## src/rtl/ilv_pkg.sv

```systemverilog
package ilv_pkg;

    localparam int WORD_W = 32;
    localparam int BEATS  = 4;
    localparam int BIDX_W = 2;
    localparam int NBANK  = 2;

    typedef logic [WORD_W-1:0] word_t;

    typedef struct packed {
        logic [BIDX_W-1:0] idx;
        word_t             data;
    } beat_t;

    typedef enum logic [1:0] {
        ST_IDLE,
        ST_LOAD,
        ST_RUN,
        ST_FIN
    } ctl_state_e;

    // Bank that holds a word address under the chosen mapping.
    function automatic logic bank_sel(input logic ilv, input logic [31:0] a,
                                      input int unsigned rows);
        if (ilv) return a[0];
        return (a >= rows);
    endfunction

    // Row inside the selected bank.
    function automatic logic [31:0] row_of(input logic ilv, input logic [31:0] a,
                                           input int unsigned rows);
        if (ilv) return a >> 1;
        if (a >= rows) return a - rows;
        return a;
    endfunction

endpackage

```

## src/rtl/ilv_bank.sv

```systemverilog
module ilv_bank
    import ilv_pkg::*;
#(
    parameter int ROWS      = 16,
    parameter int LAT_FIRST = 3,
    parameter int LAT_PAGE  = 1
) (
    input  logic                     clk,
    input  logic                     rst,
    input  logic                     cmd_vld,
    input  logic                     cmd_we,
    input  logic                     cmd_first,
    input  logic [$clog2(ROWS)-1:0]  cmd_row,
    input  logic [BIDX_W-1:0]        cmd_idx,
    input  word_t                    cmd_wdata,
    output logic                     busy,
    output logic                     ack,
    output beat_t                    ack_beat
);

    localparam int RW   = $clog2(ROWS);
    localparam int LMAX = (LAT_FIRST > LAT_PAGE) ? LAT_FIRST : LAT_PAGE;
    localparam int CW   = $clog2(LMAX + 1);

    word_t              mem [ROWS];
    logic [CW-1:0]      cnt_q;
    logic               we_q;
    logic [RW-1:0]      row_q;
    logic [BIDX_W-1:0]  idx_q;
    word_t              wd_q;
    logic               fire;

    assign fire = busy && (cnt_q == '0);

    always_ff @(posedge clk) begin
        if (rst) begin
            busy     <= 1'b0;
            ack      <= 1'b0;
            cnt_q    <= '0;
            we_q     <= 1'b0;
            row_q    <= '0;
            idx_q    <= '0;
            wd_q     <= '0;
            ack_beat <= '0;
        end else begin
            ack <= 1'b0;
            if (cmd_vld && !busy) begin
                busy  <= 1'b1;
                cnt_q <= cmd_first ? CW'(LAT_FIRST - 1) : CW'(LAT_PAGE - 1);
                we_q  <= cmd_we;
                row_q <= cmd_row;
                idx_q <= cmd_idx;
                wd_q  <= cmd_wdata;
            end else if (fire) begin
                busy         <= 1'b0;
                ack          <= 1'b1;
                ack_beat.idx <= idx_q;
                if (!we_q) ack_beat.data <= mem[row_q];
            end else if (busy) begin
                cnt_q <= cnt_q - 1'b1;
            end
        end
    end

    always_ff @(posedge clk) begin
        if (fire && we_q) mem[row_q] <= wd_q;
    end

    // the controller only hands a command to an idle bank
    p_cmd_when_idle_r6: assert property (@(posedge clk) disable iff (rst)
        cmd_vld |-> !busy);

    // completion always ends a busy period
    p_ack_follows_busy_r6: assert property (@(posedge clk) disable iff (rst)
        ack |-> $past(busy));

endmodule

```

## src/rtl/ilv_beat_buf.sv

```systemverilog
module ilv_beat_buf
    import ilv_pkg::*;
(
    input  logic  clk,
    input  logic  rst,
    input  logic  in_vld,
    input  beat_t in_beat,
    input  logic  pop,
    output logic  head_vld,
    output beat_t head_beat
);

    logic  buf_v;
    beat_t buf_q;

    assign head_vld  = buf_v || in_vld;
    assign head_beat = buf_v ? buf_q : in_beat;

    always_ff @(posedge clk) begin
        if (rst) begin
            buf_v <= 1'b0;
            buf_q <= '0;
        end else if (buf_v && pop) begin
            buf_v <= 1'b0;
        end else if (in_vld && !pop) begin
            buf_v <= 1'b1;
            buf_q <= in_beat;
        end
    end

    // an arriving word never lands on a word still waiting its turn
    p_buf_no_overflow_r4: assert property (@(posedge clk) disable iff (rst)
        in_vld |-> !buf_v);

endmodule

```

## src/rtl/ilv_burst_ctrl.sv

```systemverilog
module ilv_burst_ctrl
    import ilv_pkg::*;
#(
    parameter int ROWS      = 16,
    parameter int LAT_FIRST = 3,
    parameter int LAT_PAGE  = 1
) (
    input  logic                         clk,
    input  logic                         rst,
    input  logic                         mode_ilv,
    input  logic                         req_valid,
    input  logic                         req_write,
    input  logic [$clog2(2*ROWS)-1:0]    req_addr,
    input  logic                         wr_valid,
    input  logic [WORD_W-1:0]            wr_data,
    output logic                         ready,
    output logic                         rd_valid,
    output logic [WORD_W-1:0]            rd_data,
    output logic                         done
);

    localparam int AW = $clog2(2 * ROWS);
    localparam int RW = $clog2(ROWS);
    localparam int CW = BIDX_W + 1;

    ctl_state_e          state_q;
    logic                wr_q;
    logic                ilv_q;
    logic [AW-1:0]       base_q;
    word_t               wbuf [BEATS];
    logic [CW-1:0]       ld_cnt_q;
    logic [BEATS-1:0]    pend_q;
    logic [NBANK-1:0]    touched_q;
    logic [CW-1:0]       next_out_q;
    logic [CW-1:0]       retired_q;
    logic [CW-1:0]       retired_nxt;

    logic [BEATS-1:0]             beat_bank;
    logic [BEATS-1:0][RW-1:0]     beat_row;
    logic [NBANK-1:0]             bank_busy;
    logic [NBANK-1:0]             bank_ack;
    logic [NBANK-1:0]             issue;
    logic [NBANK-1:0]             pop;
    logic [NBANK-1:0][BEATS-1:0]  clr;
    logic [NBANK-1:0][WORD_W-1:0] head_data;
    logic [BEATS-1:0]             clr_all;
    logic                         running;

    assign running = (state_q == ST_RUN);
    assign ready   = (state_q == ST_IDLE);
    assign done    = (state_q == ST_FIN);

    // Address of every word of the burst, mapped to a bank and a row
    for (genvar i = 0; i < BEATS; i++) begin : g_beat
        logic [AW-1:0] a;
        assign a           = base_q + AW'(i);
        assign beat_bank[i] = bank_sel(ilv_q, 32'(a), ROWS);
        assign beat_row[i]  = RW'(row_of(ilv_q, 32'(a), ROWS));
    end

    for (genvar b = 0; b < NBANK; b++) begin : g_bank
        logic [BIDX_W-1:0] pick;
        logic              has;
        logic              head_vld;
        beat_t             head_beat;
        beat_t             ack_beat;

        // Lowest outstanding word that belongs to this bank
        always_comb begin
            pick = '0;
            has  = 1'b0;
            for (int i = BEATS - 1; i >= 0; i--) begin
                if (pend_q[i] && (beat_bank[i] == (b == 1))) begin
                    pick = BIDX_W'(i);
                    has  = 1'b1;
                end
            end
        end

        assign pop[b] = running && !wr_q && head_vld &&
                        (head_beat.idx == next_out_q[BIDX_W-1:0]);

        // Reads need room in the holding register; writes do not
        assign issue[b] = running && has && !bank_busy[b] &&
                          (wr_q || !head_vld || pop[b]);

        assign clr[b]       = issue[b] ? (BEATS'(1) << pick) : '0;
        assign head_data[b] = head_beat.data;

        ilv_bank #(
            .ROWS      (ROWS),
            .LAT_FIRST (LAT_FIRST),
            .LAT_PAGE  (LAT_PAGE)
        ) i_bank (
            .clk       (clk),
            .rst       (rst),
            .cmd_vld   (issue[b]),
            .cmd_we    (wr_q),
            .cmd_first (!touched_q[b]),
            .cmd_row   (beat_row[pick]),
            .cmd_idx   (pick),
            .cmd_wdata (wbuf[pick]),
            .busy      (bank_busy[b]),
            .ack       (bank_ack[b]),
            .ack_beat  (ack_beat)
        );

        ilv_beat_buf i_buf (
            .clk       (clk),
            .rst       (rst),
            .in_vld    (bank_ack[b] && !wr_q),
            .in_beat   (ack_beat),
            .pop       (pop[b]),
            .head_vld  (head_vld),
            .head_beat (head_beat)
        );
    end

    always_comb begin
        rd_valid = 1'b0;
        rd_data  = '0;
        clr_all  = '0;
        for (int b = 0; b < NBANK; b++) begin
            clr_all = clr_all | clr[b];
            if (pop[b]) begin
                rd_valid = 1'b1;
                rd_data  = head_data[b];
            end
        end
    end

    always_comb begin
        retired_nxt = retired_q;
        if (rd_valid) retired_nxt = retired_nxt + CW'(1);
        for (int b = 0; b < NBANK; b++) begin
            if (wr_q && bank_ack[b]) retired_nxt = retired_nxt + CW'(1);
        end
    end

    always_ff @(posedge clk) begin
        if (rst) begin
            state_q    <= ST_IDLE;
            wr_q       <= 1'b0;
            ilv_q      <= 1'b0;
            base_q     <= '0;
            ld_cnt_q   <= '0;
            pend_q     <= '0;
            touched_q  <= '0;
            next_out_q <= '0;
            retired_q  <= '0;
            for (int i = 0; i < BEATS; i++) wbuf[i] <= '0;
        end else begin
            case (state_q)
                ST_IDLE: begin
                    if (req_valid) begin
                        wr_q       <= req_write;
                        ilv_q      <= mode_ilv;
                        base_q     <= req_addr & ~AW'(BEATS - 1);
                        pend_q     <= '1;
                        touched_q  <= '0;
                        next_out_q <= '0;
                        retired_q  <= '0;
                        ld_cnt_q   <= '0;
                        state_q    <= req_write ? ST_LOAD : ST_RUN;
                    end
                end
                ST_LOAD: begin
                    if (wr_valid) begin
                        wbuf[ld_cnt_q[BIDX_W-1:0]] <= wr_data;
                        ld_cnt_q <= ld_cnt_q + CW'(1);
                        if (ld_cnt_q == CW'(BEATS - 1)) state_q <= ST_RUN;
                    end
                end
                ST_RUN: begin
                    pend_q     <= pend_q & ~clr_all;
                    touched_q  <= touched_q | issue;
                    next_out_q <= next_out_q + CW'(rd_valid);
                    retired_q  <= retired_nxt;
                    if (retired_nxt == CW'(BEATS)) state_q <= ST_FIN;
                end
                default: state_q <= ST_IDLE;
            endcase
        end
    end

    // the idle state drives no read word and no completion
    p_ready_quiet_r1: assert property (@(posedge clk) disable iff (rst)
        ready |-> (!rd_valid && !done));

    // completion lasts one cycle and returns to idle
    p_done_pulse_r8: assert property (@(posedge clk) disable iff (rst)
        done |=> (ready && !done));

    // both banks start together at the head of an interleaved burst
    p_pair_start_r5: assert property (@(posedge clk) disable iff (rst)
        (running && ilv_q && (touched_q == '0)) |=> (bank_busy == '1));

    // a linear burst never keeps both banks active
    p_lin_one_bank_r3: assert property (@(posedge clk) disable iff (rst)
        (running && !ilv_q) |-> (bank_busy != '1));

endmodule

```

## config.mk

```make
export PLATFORM = sky130hd
export DESIGN_NAME = ilv_burst_ctrl
export DESIGN_NICKNAME = d
export VERILOG_FILES = /design/src/rtl/ilv_pkg.sv /design/src/rtl/ilv_bank.sv /design/src/rtl/ilv_beat_buf.sv /design/src/rtl/ilv_burst_ctrl.sv
export SDC_FILE = /design/constraint.sdc
export NUM_CORES = 2
export LEC_CHECK = 0
export ABC_AREA = 0
export BUFFER_PORTS_ARGS = -buffer_cell sky130_fd_sc_hd__buf_4
export CAP_MARGIN = 20
export CORE_MARGIN = 2
export CORE_UTILIZATION = 60
export CTS_BUF_LIST = sky130_fd_sc_hd__clkbuf_4 sky130_fd_sc_hd__clkbuf_8 sky130_fd_sc_hd__clkbuf_16
export CTS_CLUSTER_SIZE = 28
export DETAILED_ROUTE_END_ITERATION = 16
export PLACE_DENSITY = 0.78
export SETUP_SLACK_MARGIN = 0.05
export SLEW_MARGIN = 20
export SYNTH_ARGS = -nofsm -noshare
export SYNTH_HDL_FRONTEND = slang
export SYNTH_SLANG_ARGS = --single-unit
```

## constraint.sdc

```tcl
create_clock -name clk -period 4.5 [get_ports clk]
set_input_delay 0.9 -clock clk [delete_from_list [all_inputs] [get_ports clk]]
set_output_delay 0.9 -clock clk [all_outputs]
set_load 0.01 [all_outputs]
```

==> results.yml <==
placed_design:
  io_buffers: 75
  hpwl_um: 78740
  dp_cells: 4418
  routabilityCongestion: 0.8649
yosys:
  ys_ff_latch: 1397
  synth_common_cells: "1152 x edfxtp_1, 497 x nand2_1, 320 x mux4_2"
  synth_top_area_share_pct: 63.06
  avgSynthCellArea_sq_um: 16.61
  muxShareOfSynthArea_pct: 14.55
  synth_edf_count: 1152
  yosysSeqAreaShare_pct: 72.00
  synth_xor_area_share_pct: 0.2349
  netlist_area_sq_um: 54860
  yosysWarnings: 0
  synth-compound-area-share_pct: 3.923
  synth.area.top_cells: "edfxtp_1 63%, mux4_2 13%, dfxtp_1 8.9%"
  ys.flop_type: "edfxtp_1"
  yosys.cell_types.count: 51
  synthSimpleGateAreaFrac_pct: 7.316
  synthCells: 3302
  async_flop_share_pct: 0
  synth_adder_area_share_pct: 0.2737
  synth_top_cell_by_area: "edfxtp_1"
  syn_nets: 3357
  synth_top_family_by_area: "multiplexers"
  yosysMostFrequentCell: "edfxtp_1"
floorplan:
  coreArea_sq_um: 90290
  die_area_sq_um: 93870
  start_util_pct: 60.76
  rows: 110
  die_h_um: 306.4
  ios: 78
  die_w_um: 306.4
power_and_ir_drop:
  power_density_nw_per_um2: 489.5
  p_leak_uw: 0.01945
  peakVddDrop_uv: 408.3
finish:
  syn_to_final_growth_pct: 12.45
  layout.cells.non_filler: 4672
  nFillCells: 5424
  drive_gt1_share_pct: 22.11
  antenna_cells: 0
  fin_nets: 3436
critical_path:
  r2r_setup_slack_ns: 0.57
  critPathLaunchType: "flip-flop"
  r2r_cells: 18
  r2r-start: "state_q[0]"
  critPathCaptureType: "output pin"
  critPathRequiredTime_ns: 3.60
  path_cells: "inv_1, ha_1, nand2b_1, nor2_1, and3_4, nand2_1, buf_4, o22ai_1, buf_4"
  critPathKind: "reg -> out"
  arrival_ns: 3.11
  crit_path_max_fanout: 32
  slowest_delay_ns: 0.54
  slowest_stage: "o22ai_1"
  reg2reg_to: "state_q[0]"
  cpMostUsedCell: "buf_4"
timing:
  period_share_pct: 89.01
  hold_viol: 0
  fin_tns_setup_ns: 0
  min_period_ns: 4.005
  setup_violations: 0
  max_freq_mhz: 249.7
  drv_slew: 0
  worstMarginPinSlew_ns: 1.178
  finalClockSkew_ns: 0.02288
  slew_headroom_pct: 21.49
  rsz0062_at_grt: "no"
global_routing:
  grt_pass1_vias: 31720
  grt_usage_pct: 30.35
  overflow: 0
  antenna_found_initial: 0
  grt_max_degree: 206
  grt_pass1_wl_um: 206800
clocking:
  clk_pin_slew_ns: 0.06
  clockRootBuffer: "clkbuf_16"
  cts_buffers: 136
  cts_sinks: 1397
  cts_tree: "yes"
  clock_latency_ns: 0.75
  htreeDepth: 4
  cts_setup_buffers: 0
  cts_hold_buf: 0
  post_cts_resized: 0
  clockBufferDepth: 3
hold_path:
  hold_start: "req_addr[3]"
  whs_endpoint: "base_q[3]"
  hold_path_class: "in -> reg"
  hold_depth: 3
drt:
  firstDrtPassIters: 7
  num_vias: 31220
  wl_um: 139800
  drt_iter0_markers: 4573
  wire_per_inst_um: 29.92
  drc: 0
  routed_via_density: 6.681
  ant_nets: 0
job:
  max_cap_violations: 0
outcome:
  status: "completed"
[sequential cells by signal, indices dropped and copies added, names as in the netlist, 3 cells and up]
register / count
g_bank.i_bank.mem: 1024
wbuf: 128
g_bank.i_bank.ack_beat: 68
g_bank.i_buf.buf_q: 68
g_bank.i_bank.wd_q: 64
g_bank.i_bank.row_q: 8
g_bank.i_bank.cnt_q: 4
g_bank.i_bank.idx_q: 4
pend_q: 4
base_q: 3
ld_cnt_q: 3
retired_q: 3
[how the worst max path moves through the flow]
stage	from	end	cells after the start
after floorplan	g_bank[0].i_bank.row_q[1]	g_bank[0].i_bank.mem[3][0]	5
after global routing	state_q[0]	state_q[0]	18
after detailed placement	state_q[0]	state_q[0]	18
after global placement	state_q[0]	state_q[1]	18
final	state_q[0]	rd_data[27]	9
after CTS	state_q[0]	rd_data[24]	9
[worst max-delay path: cells and delay by family, from the launching register on]
family	cells	cell delay [ns]
AO/OA/AOI/OAI	1	0.54
buffers and inverters	3	0.63
flip-flops	1	0.35
AND/OR/NAND/NOR	4	0.66
adder cells (fa/ha/maj)	1	0.18
[power breakdown]
part	leakage [uW]	switching [uW]	internal, uW
clock	0.00223	4910	6480
combinational	0.00444	1960	1490
sequential	0.0128	833	14500
total	0.0194	7700	22500
[cell type report]
type                            instances  area (sq um)  share of cell area [%]
Inverter                               21         78.83                  0.1278
Timing Repair Buffer                  160          1403                   2.274
Clock buffer                          177          3796                   6.153
Clock inverter                         76         696.9                   1.130
Tap cell                             1176          1471                   2.385
Sequential cell                      1397         39520                   64.06
Multi-Input combinational cell       1665         14730                   23.87
[cell families after synthesis]
logic type,Yosys count
flip-flops,1397
multiplexers,396
AND/OR/NAND/NOR,904
buffers and inverters,240
XOR/XNOR,13
adder cells (fa/ha/maj),12
AO/OA/AOI/OAI,340
[metrics by stage]
step	setup WS [ns]	cell area (sq um)	total power, uW	utilization [%]	hold slack, ns
2_1_floorplan	0.5191	54860	17670	-	0.4360
3_3_place_gp	0.8691	57170	18770	63.32	0.4404
3_5_place_dp	0.8220	57170	18960	63.32	0.4461
4_1_cts	0.5558	61670	30230	68.30	0.3962
5_1_grt	0.3432	61690	31020	68.33	0.4266
6_report	0.4945	61690	30200	68.33	0.4311
[cells in the final DEF (no fill, tap or decap), types with 14 or more instances in the layout]
cell	netlist	final
a21oi_1	192	192
a222oi_1	32	32
a311oi_1	32	32
and2_1	131	131
buf_12	0	14
buf_4	2	144
clkbuf_16	0	138
clkbuf_4	0	31
clkinv_1	0	30
clkinv_2	0	18
dfxtp_1	245	235
edfxtp_1	1152	1152
inv_1	20	20
mux2i_1	74	74
mux4_2	320	320
nand2_1	497	497
nand3_1	112	112
nor2_1	108	81
nor2_4	0	25
o22ai_1	34	33
[per-layer routing]
| metal | share of wire (%) | track usage, % | up-vias |
|---|---|---|---|
| li1 | - | - | 12970 |
| met1 | 35 | 40.41 | 15850 |
| met2 | 50 | 49.45 | 2052 |
| met3 | 11 | 5.993 | 347 |
| met4 | 4.4 | 13.05 | 0 |
| met5 | 0 | 0 | - |
Note: power is estimated with default switching activity, not from simulation.
